===== config.mk =====
export PLATFORM = sky130hd
export DESIGN_NAME = seq1011_detector
export DESIGN_NICKNAME = d
export VERILOG_FILES = /design/src/rtl/seq1011_pkg.sv /design/src/rtl/bit_sync.sv /design/src/rtl/det_fsm.sv /design/src/rtl/seq1011_detector.sv
export SDC_FILE = /design/constraint.sdc
export NUM_CORES = 1
export LEC_CHECK = 0
export BUFFER_PORTS_ARGS = -buffer_cell sky130_fd_sc_hd__buf_2
export CAP_MARGIN = 10
export CORE_AREA = 3 3 40 42
export CTS_CLUSTER_DIAMETER = 50
export DETAILED_ROUTE_END_ITERATION = 16
export DIE_AREA = 0 0 43 45
export GPL_TIMING_DRIVEN = 0
export MAX_ROUTING_LAYER = met4
export SYNTH_ARGS = -nofsm -noshare
export SYNTH_HDL_FRONTEND = slang
export SYNTH_SLANG_ARGS = --single-unit

===== constraint.sdc =====
create_clock -name clk -period 1.8 [get_ports clk]
set_input_delay 0.27 -clock clk [delete_from_list [all_inputs] [get_ports clk]]
set_output_delay 0.27 -clock clk [all_outputs]
set_load 0.02 [all_outputs]

===== src/rtl/seq1011_pkg.sv =====
package seq1011_pkg;

    // Progress of the pattern match; binary encoding is fixed.
    typedef enum logic [1:0] {
        ST_IDLE   = 2'b00,
        ST_GOT1   = 2'b01,
        ST_GOT10  = 2'b10,
        ST_GOT101 = 2'b11
    } det_state_e;

    typedef struct packed {
        det_state_e state;
    } fsm_regs_t;

    typedef struct packed {
        logic flag;
    } out_regs_t;

endpackage


===== src/rtl/bit_sync.sv =====
module bit_sync #(
    parameter int STAGES = 2
) (
    input  logic clk,
    input  logic rst,
    input  logic async_in,
    output logic sync_out
);
    localparam int LAST = STAGES - 1;

    typedef struct packed {
        logic [STAGES-1:0] chain;
    } sync_regs_t;

    sync_regs_t sync_d, sync_q;

    always_comb begin
        sync_d = sync_q;
        if (rst) begin
            sync_d.chain = '0;
        end else begin
            sync_d.chain[0] = async_in;
            for (int i = 1; i < STAGES; i++) begin
                sync_d.chain[i] = sync_q.chain[i-1];
            end
        end
    end

    always_ff @(posedge clk) begin
        sync_q <= sync_d;
    end

    assign sync_out = sync_q.chain[LAST];

endmodule


===== src/rtl/det_fsm.sv =====
module det_fsm
    import seq1011_pkg::*;
(
    input  logic       clk,
    input  logic       rst,
    input  logic       bit_in,
    output logic       hit,
    output det_state_e state_o
);
    fsm_regs_t fsm_d, fsm_q;
    logic      hit_d;

    always_comb begin
        fsm_d = fsm_q;
        hit_d = 1'b0;
        unique case (fsm_q.state)
            ST_IDLE:   fsm_d.state = bit_in ? ST_GOT1 : ST_IDLE;
            ST_GOT1:   fsm_d.state = bit_in ? ST_IDLE : ST_GOT10;
            ST_GOT10:  fsm_d.state = bit_in ? ST_GOT101 : ST_IDLE;
            ST_GOT101: begin
                fsm_d.state = ST_IDLE;
                hit_d       = bit_in;
            end
            default:   fsm_d.state = ST_IDLE;
        endcase
        if (rst) begin
            fsm_d.state = ST_IDLE;
            hit_d       = 1'b0;
        end
    end

    always_ff @(posedge clk) begin
        fsm_q <= fsm_d;
    end

    assign hit     = hit_d;
    assign state_o = fsm_q.state;

endmodule


===== src/rtl/seq1011_detector.sv =====
module seq1011_detector
    import seq1011_pkg::*;
#(
    parameter int SYNC_STAGES = 2
) (
    input  logic clk,
    input  logic rst,
    input  logic ser_in,
    output logic found
);
    logic       bit_sync_w;
    logic       hit_w;
    det_state_e cur_state;
    out_regs_t  out_d, out_q;

    bit_sync #(.STAGES(SYNC_STAGES)) u_sync (
        .clk      (clk),
        .rst      (rst),
        .async_in (ser_in),
        .sync_out (bit_sync_w)
    );

    det_fsm u_fsm (
        .clk     (clk),
        .rst     (rst),
        .bit_in  (bit_sync_w),
        .hit     (hit_w),
        .state_o (cur_state)
    );

    always_comb begin
        out_d      = out_q;
        out_d.flag = rst ? 1'b0 : hit_w;
    end

    always_ff @(posedge clk) begin
        out_q <= out_d;
    end

    assign found = out_q.flag;

endmodule


# Word-level counts from Yosys, hierarchy flattened
# Cells that the tools add are included.
word_totals:
  reg_bits: 5
  out_inout_bits: 1
  wordCells: 13
classes:
  reduce_logical: 2
  n_eq_ne: 3
  bitwise: 1
  muxes: 4
ops:
  columns: ["operator", "count"]
  rows:
  - ["2-bit one-hot mux with 4 select lines", 1]
  - ["2-bit == test, second input constant", 2]
  - ["2-bit 2-to-1 mux", 2]
  - ["2-bit by 1-bit == test with 1-bit output, second input constant", 1]
  - ["2-bit zero test", 1]
  - ["2-bit OR reduction", 1]
  - ["1-bit 2-to-1 mux", 1]
  - ["1-bit inverter", 1]

# Longest topological paths before layout
depth:
  ltp_word: 3
  mapped_depth: 2

# Hierarchy
# Synthesis repeated with hierarchy kept, for this count alone.
unflattened:
  hier_cells: 13
  hier_area_um2: 165.2
by_module_without_submodules:
  columns: ["module", "cells_each", "n_inst", "area_each_um2"]
  rows:
  - ["det_fsm", 7, 1, 78.8]
  - ["bit_sync", 4, 1, 52.6]
  - ["seq1011_detector", 2, 1, 33.8]

# Worst setup path after synthesis
# Ideal clock, no wire load.
synth_path:
  kind: "register to register"
  from: "register u_sync.sync_q[1] (netlist name)"
  to: "register u_fsm.fsm_q, in the netlist u_fsm.state_o[1]"
  setup_ns: 0.070
  path_buffers: 0
  arrival_ns: 0.776
  stages_incl_launch_ff: 3
  path_slack_ns: 0.955
  path_cell_list: "dfxtp_1 or3b_1 a21oi_1"
synth_between:
  elab_chain_len: 2
  elab_cells_between_ends: 3
synth_rtl:
  columns: ["element", "line", "rtl"]
  rows:
  - ["start, declared", "bit_sync.sv:15", "sync_regs_t sync_d, sync_q;"]
  - ["start signal, assigned", "bit_sync.sv:30", "sync_q <= sync_d;"]
  - ["2-bit 2-to-1 mux (on tied branches)", "det_fsm.sv:19, det_fsm.sv:18", null]
  - ["2-bit one-hot mux with 4 select lines *", "det_fsm.sv:16", "unique case (fsm_q.state)"]
  - ["end signal, assigned", "det_fsm.sv:33", "fsm_q <= fsm_d;"]
  - ["end, declared", "det_fsm.sv:10", "fsm_regs_t fsm_d, fsm_q;"]
# Every way passes the cells marked *; elsewhere a longest branch is shown, timed or not.
# A chain may end at the register's enable or synchronous reset.

# Worst setup path after layout
layout_path:
  from: "register out_q (netlist: found)"
  to: "output port found"
layout_lines:
  columns: ["element", "line", "rtl"]
  rows:
  - ["start, declared", "seq1011_detector.sv:14", "out_regs_t out_d, out_q;"]
  - ["start signal, assigned", "seq1011_detector.sv:37", "out_q <= out_d;"]
  - ["end, declared", "seq1011_detector.sv:9", "output logic found"]
# No word-level cell between the ends.

==> qor.csv <==
stage;metric;value;unit
global_routing;first_global_vias;97;
pwr;leakage;0.0849;nW
clock_network;clk_path_buf_depth;2;
synthesis;yosysTopAreaCell;dfxtp_1;
drt;vias;103;
synthesis;synth-seq-cells;5;
drt;drt_iter0_drc;4;
pwr;power;0.000246;W
final_layout;finish.utilization;16.5;%
worst_setup_path;crit_chain;buf_2;
sta;fin_crit;0.952;ns
drt;drc_errors;0;
final_layout;antenna_cells;0;
sta;finalHoldViolations;0;
worst_setup_path;worst-path-buf-inv;1;
sta;fmax;1.05;GHz
final_layout;n_fill_cell;138;
worst_setup_path;crit_family;flip-flops;
drt;avgViaCountPerCell;3.03;
sta;holdWs;0.256;ns
global_routing;grt_first_pass_wirelength;379;um
synthesis;yosysWarnings;0;
floorplan;num_io_pins;4;
worst_setup_path;path_max_fanout;1;
final_layout;stdcell_area;211;um^2
clock_network;worstSkewPairLatency;0.23;ns
clock_network;cts_tree;built;
clock_network;cts-htree-levels;1;
synthesis;post-synth-top-count-cell;dfxtp_1;
sta;rsz0062_at_grt;false;
sta;setup-tns-final;0;ns
final_layout;nNetsFinal;23;
global_routing;grt_max_degree;6;
status;outcome;complete, no violations;
sta;setup_violations;0;
drt;first_pass_iters;2;
synthesis;synth_ff_type;dfxtp_1;
drt;dr_wl_met2;61;um
pwr;vdd_drop_max;416;uV
sta;worstMarginPinSlew;0.132;ns
global_routing;grt_overflow;0;
synthesis;synth.avg_cell_area;12.6;um^2
place;place_area;185;um^2
synthesis;yosys.area.top_type_share;66.1;%
floorplan;dieWidth;43;um
drt;top_layer_used;met3;
worst_setup_path;critPathArrivalTime;0.68;ns
pwr;powerDensity;1170;mW/mm^2
worst_setup_path;end_kind;primary output;
clock_network;clk_pin_slew;0.04;ns
place;port_buffers;3;
sta;min_period_over_period;52.9;%
sta;clock-skew-final;0.000303;ns
synthesis;synth_cell_types;7;
worst_setup_path;cp_slowest_cell;dfxtp_1;
floorplan;die_area;0.00194;mm^2
worst_setup_path;max_stage_delay;0.30;ns
place;gp_congestion;0.612;
synthesis;synthCells;12;
worst_setup_path;cp-start-kind;flop;
clock_network;cts_hold_buf;0;
synthesis;syn_area;151;um^2
sta;drv_slew;0;
drt;drt-met1-wl;112;um
min_path;hold_path_class;in -> reg;
synthesis;yosysSeqAreaShare;66.1;%
worst_setup_path;crit_required;1.53;ns
drt;wire_per_inst;6.18;um
clock_network;numCtsBuffers;3;
clock_network;cts.sinks;5;
floorplan;die_h;45;um
final_layout;area_delta_synth_final;39.7;%
floorplan;initial_utilization;11.8;%
floorplan;coreArea;0.00128;mm^2
final_layout;multi_input_area;51.3;um^2
floorplan;row_count;13;
global_routing;track_usage;3.44;%
final_layout;drive_gt1_share;31.6;%
final_layout;seq_area;100;um^2
drt;drt_wl_total;210;um
synthesis;ys_top_cells_by_count;dfxtp_1 (5), nor2b_1 (2);
global_routing;antenna_found_initial;0;
clock_network;cts_setup_buffers;0;
drt;met3_length;36;um
synthesis;synth.area.top_cells;dfxtp_1 (66%), nor2b_1 (8.3%), and4b_1 (6.6%), or3b_1 (5.8%), nand3b_1 (5.0%);
sta;maxSlewHeadroom;91.2;%
worst_setup_path;path_class;reg -> out;
clock_network;ctsRootBufferMaster;clkbuf_4;
drt;ant_nets;0;
synthesis;syn-num-nets;15;
synthesis;synth_enable_flop_cells;0;
clock_network;cts_resized;0;
synthesis;synthArstFlopShare;0;%
job;cap_violations;0;
-- path summary, 6_finish.rpt --
kind | startpoint | end | slack [ns] | cells after the start
hold / removal | rst | u_sync.sync_q[1] | 0.26 | 2
setup reg to reg | u_fsm.state_o[0] | u_fsm.state_o[1] | 0.91 | 2
hold reg to reg | u_sync.sync_q[0] | u_sync.sync_q[1] | 0.44 | 1
setup / recovery | found | found | 0.85 | 1
-- layout by cell type, fill, tap and decap left out --
cell      netlist  final
or3b_1          1      1
nor3b_1         1      1
dfxtp_1         5      5
and4b_1         1      1
a21oi_1         1      1
nor2b_1         2      2
clkbuf_4        0      3
clkbuf_1        0      1
buf_2           0      3
nand3b_1        1      1
-- power by group --
| part | internal, W | switching, W | leakage, nW |
|---|---|---|---|
| combinational | 0.00000387 | 0.00000241 | 0.0291 |
| clock | 0.0000835 | 0.0000409 | 0.0150 |
| sequential | 0.000114 | 0.00000152 | 0.0408 |
| total | 0.000202 | 0.0000448 | 0.0849 |
-- through the flow --
stage | worst slack (ns) | instances
2_1_floorplan | 0.955 | 12
3_3_place_gp | 0.933 | 30
3_5_place_dp | 0.913 | 30
4_1_cts | 0.833 | 34
5_1_grt | 0.801 | 34
6_report | 0.848 | 34
-- flip-flops by register name, summed over array words and instances (netlist names) --
name,flops
u_fsm.state_o,2
found,1
u_sync.sync_q,2
-- final cells by class --
cell class,count,area share (%)
multi-input cells,7,24.3
repair buffers,3,7.10
flip-flops and latches,5,47.3
well taps,15,8.88
clock buffers,4,12.4
-- routing by layer --
layer | vias to the layer above | GRT usage, %
met5 | - | -
met4 | 0 | 1.81
met3 | 0 | 5.98
met2 | 6 | 3.29
met1 | 39 | 2.66
li1 | 58 | -
-- logic make-up after synthesis --
logic type | after synthesis | share of synthesized area, %
AO/OA/AOI/OAI | 1 | 3.30
flip-flops | 5 | 66.1
AND/OR/NAND/NOR | 6 | 30.6
(Power assumes the default switching activity.)
